### src/rtl/flip_chain_sched.sv
module flip_chain_sched #(
  parameter int CELLS = 16,
  parameter int LANES = 2,
  parameter int KW    = 4
) (
  input  logic             clk,
  input  logic             rst_n,
  input  logic             load_en,
  input  logic [LANES-1:0] load_din,
  input  logic             step,
  input  logic [KW-1:0]    shift_k,
  output logic [CELLS-1:0] flip_vec,
  output logic [LANES-1:0] load_dout,
  output logic             all_zero
);
  localparam int LEN = CELLS / LANES;

  logic [CELLS-1:0] chain_q;

  for (genvar l = 0; l < LANES; l++) begin : g_lane
    logic [LEN-1:0] seg, seg_n;
    assign seg = chain_q[l*LEN +: LEN];

    always_comb begin
      seg_n = seg;
      if (load_en)   seg_n = (seg << 1) | LEN'(load_din[l]);
      else if (step) seg_n = seg << shift_k;
    end

    always_ff @(posedge clk) begin
      if (!rst_n) chain_q[l*LEN +: LEN] <= '0;
      else        chain_q[l*LEN +: LEN] <= seg_n;
    end

    assign load_dout[l] = seg[LEN-1];
  end

  assign flip_vec = chain_q;
  assign all_zero = ~|chain_q;
endmodule


### config.mk
export PLATFORM = sky130hd
export DESIGN_NAME = flip_chain_sched
export DESIGN_NICKNAME = d
export VERILOG_FILES = /design/src/rtl/flip_chain_sched.sv
export SDC_FILE = /design/constraint.sdc
export NUM_CORES = 1
export LEC_CHECK = 0
export ABC_CLOCK_PERIOD_IN_PS = 1600
export BUFFER_PORTS_ARGS = -buffer_cell sky130_fd_sc_hd__buf_2
export CORE_MARGIN = 1.5
export CORE_UTILIZATION = 46
export DETAILED_ROUTE_END_ITERATION = 7
export HOLD_SLACK_MARGIN = 0.12
export PLACE_DENSITY = 0.71
export SLEW_MARGIN = 5
export SYNTH_ARGS = -nofsm -noshare
export SYNTH_HDL_FRONTEND = slang
export SYNTH_SLANG_ARGS = --single-unit
### constraint.sdc
create_clock -name clk -period 1.6 [get_ports clk]
set_clock_uncertainty 0.2 [all_clocks]
set_input_delay 0 -clock clk [delete_from_list [all_inputs] [get_ports clk]]
set_output_delay 0 -clock clk [all_outputs]
set_load 0.02 [all_outputs]
==> metrics.md <==
| Metric | Value |
|---|---|
| Final instance area | `0.00163 mm²` |
| Site Rows | `17` |
| I/O pin cnt | `29` |
| Netlist cell types | `33` |
| Setup crit end kind | `flip-flop` |
| Avg Cell Area, Syn | `8.75 µm²` |
| Worst setup path startpoint | `g_lane[1].seg[2]` |
| Total CTS buffers | `3` |
| Mapped Cells | `128` |
| Most frequent cells in the layout | `26 x buf_2, 23 x dlygate4sd3_1, 11 x nand2_1, 11 x dfxtp_1, 10 x nor3b_1` |
| Die Y-Extent | `52.3 µm` |
| Fill cells | `173` |
| # setup viols final | `0` |
| Final core utilization | `72.4%` |
| RR Endpoint | `g_lane[1].seg[4]` |
| Worst vdd ir | `0.000549 V` |
| Area Growth Syn to Fin | `45.8%` |
| Post-synth top area share | `28.6%` |
| Max cap viols | `0` |
| Min Hold Slack | `-56.0 ps` |
| Vias/cell | `6.71` |
| Worst reg2reg path depth | `4` |
| Initial Util | `49.7%` |
| Drt first-iter violations | `95` |
| Core area | `0.00225 mm²` |
| First-pass GRT wire length | `6470 µm` |
| Remaining antenna violation count | `0` |
| NumNets Final | `193` |
| PortBufs | `28` |
| Hold Vio Cnt, Final | `1` |
| Pleak | `0.705 nW` |
| Post-route minimum period | `1580 ps` |
| Clock latency on the worst-skew pair | `290 ps` |
| Largest net degree at the start of global routing | `22` |
| WL per Instance | `20.9 µm` |
| Post-Layout Cell Count | `209` |
| Sequential share of the synthesized area | `28.6%` |
| Drc violations | `0` |
| Slew @ Worst Pin | `400 ps` |
| Commonest non-fill, non-tap cell in the layout | `buf_2` |
| Tot GR Track Use | `32.4%` |
| Failing checks | `hold timing` |
| Worst EP arrival | `1560 ps` |
| Clock Tree Buf Depth | `2` |
| Worst Setup EP | `g_lane[1].seg[4]` |
| Final wirelength | `4370 µm` |
| Number of antenna violations at the first check in global routing | `0` |
| CTS tree | `built` |
| HPWL Detailed | `2260 µm` |
| Final critical-path share of the clock period | `98.9%` |
| R2R Path Start | `g_lane[1].seg[2]` |
| #FFs+latches synth | `16` |
| P per Cell Area | `534 mW/mm²` |
| Largest area contributor in the netlist | `dfxtp_1` |
| FMAX | `632 MHz` |
| Flop-to-flop setup slack | `20 ps` |
| CP required | `1580 ps` |
| Total power | `0.873 mW` |
| CTS Sinks | `16` |
| Synth Warn # | `0` |
| Crit path max fanout | `6` |
| CTS Root Cell | `clkbuf_4` |
| Setup CP Type | `flip-flop to flip-flop` |
| Worst hold path type | `input port to flip-flop` |
| GPL Wtd Cong | `0.958` |
| Antenna diodes | `0` |
| Synth top area cells | `dfxtp_1 29%, mux2i_1 8.0%, nor3b_1 7.4%` |
| Detailed-route via count | `1403` |
| Status | `finished with violations` |
| RSZ-0062 raised after global routing | `true` |
| Synthesized net count | `138` |
| First-pass DRT Iterations | `5` |
| Slew Limit Fails | `0` |
| Clock transition at path regs | `100 ps` |
| Placed Instances | `181` |
| Max reg flops | `16` |
| # H-tree levels | `1` |
| Post-Syn Area | `0.00112 mm²` |
| Startpoint types | `flip-flop` |
| Gr ovfl total | `0` |
| Share of post-route cells with drive strength above 1 | `34.8%` |
| Vias in the first global route | `1308` |
| Die area | `0.00274 mm²` |
| Die width | `52.3 µm` |
| Slew margin rel. | `73.2%` |
| Placed Area | `0.00129 mm²` |
critical path, stage by stage, from the launching register on:
cell and delay [ps]:
dfxtp_1 400, mux2i_1 310, nor3_1 120, o31ai_1 320, a21oi_1 110
metal layers:
metal | global-route usage, % | wire length (µm) | up-vias
li1 | - | - | 601
met1 | 41.4 | 1610 | 643
met2 | 54.2 | 1970 | 121
met3 | 7.14 | 512 | 38
met4 | 9.40 | 280 | 0
met5 | 0 | 0 | -
how the worst min path moves through the flow:
stage / start / endpoint / slack (ps) / cells past startpoint
after CTS: shift_k[1] / g_lane[0].seg[6] / 100 / 5
after global routing: step / g_lane[0].seg[0] / -20 / 4
after floorplan: rst_n / g_lane[0].seg[1] / -80 / 1
after detailed placement: load_din[1] / g_lane[1].seg[0] / 60 / 3
after global placement: load_din[1] / g_lane[1].seg[0] / 50 / 3
final: load_en / g_lane[0].seg[0] / -60 / 4
cell families (layout without fill, tap and decap cells):
| kind of cell | count (synthesis) | count (layout) | synth area share [%] |
|---|---|---|---|
| buffers and inverters | 14 | 67 | 6.59 |
| muxes | 16 | 16 | 15.1 |
| DFF | 16 | 16 | 28.6 |
| AOI/OAI and AO/OA | 36 | 36 | 24.2 |
| and+or+nand+nor | 46 | 46 | 25.5 |
area by class of cell:
type	instances	area (µm²)	area share, %
tap	28	35.0	2.15
multi-input combinational	98	782	47.9
timing repair buffer	60	452	27.7
inverter	4	15.0	0.920
clock buffer	3	22.5	1.38
sequential	16	327	20.0
power breakdown:
| part | leakage [nW] | total (mW) | internal (mW) | switching (mW) |
|---|---|---|---|---|
| sequential | 0.132 | 0.415 | 0.405 | 0.0105 |
| combinational | 0.559 | 0.236 | 0.111 | 0.125 |
| clock | 0.0138 | 0.221 | 0.0876 | 0.134 |
| total | 0.705 | 0.873 | 0.604 | 0.269 |
per-stage QoR:
step                setup slack [ps]  setup TNS, ps
floorplan                        229              0
global placement                 143              0
detailed placement               132              0
CTS                             13.7              0
global route                   -55.7           -120
finish                          17.2              0
cell usage after synthesis:
cell	number
dfxtp_1	16
buf_4	3
nor3b_1	11
buf_6	1
nor2b_1	2
or4_4	1
nand2_1	11
a22oi_1	8
a21oi_2	1
buf_2	2
mux2_2	7
and2_1	3
nand3_1	1
nor3_1	2
o21ai_0	4
a21oi_1	7
and4_2	1
and3_2	1
inv_1	4
and4_1	1
o31ai_1	1
mux2i_1	9
nand4_1	1
nor4_1	4
o32a_1	2
a221oi_1	4
nor2_1	6
clkbuf_1	2
a31oi_4	1
buf_1	2
nor4b_4	1
o2bb2ai_1	3
o211ai_1	5
what timing repair did:
action | CTS | global route
hold buffers | 25 | 1
endpoints found under the setup margin | 1 | 9
resized for setup | 1 | 17
pin swaps | 0 | 5
buffers inserted | 0 | 1
endpoints found under the hold margin | 16 | 3
No activity file was read; power rests on OpenSTA's default activity.
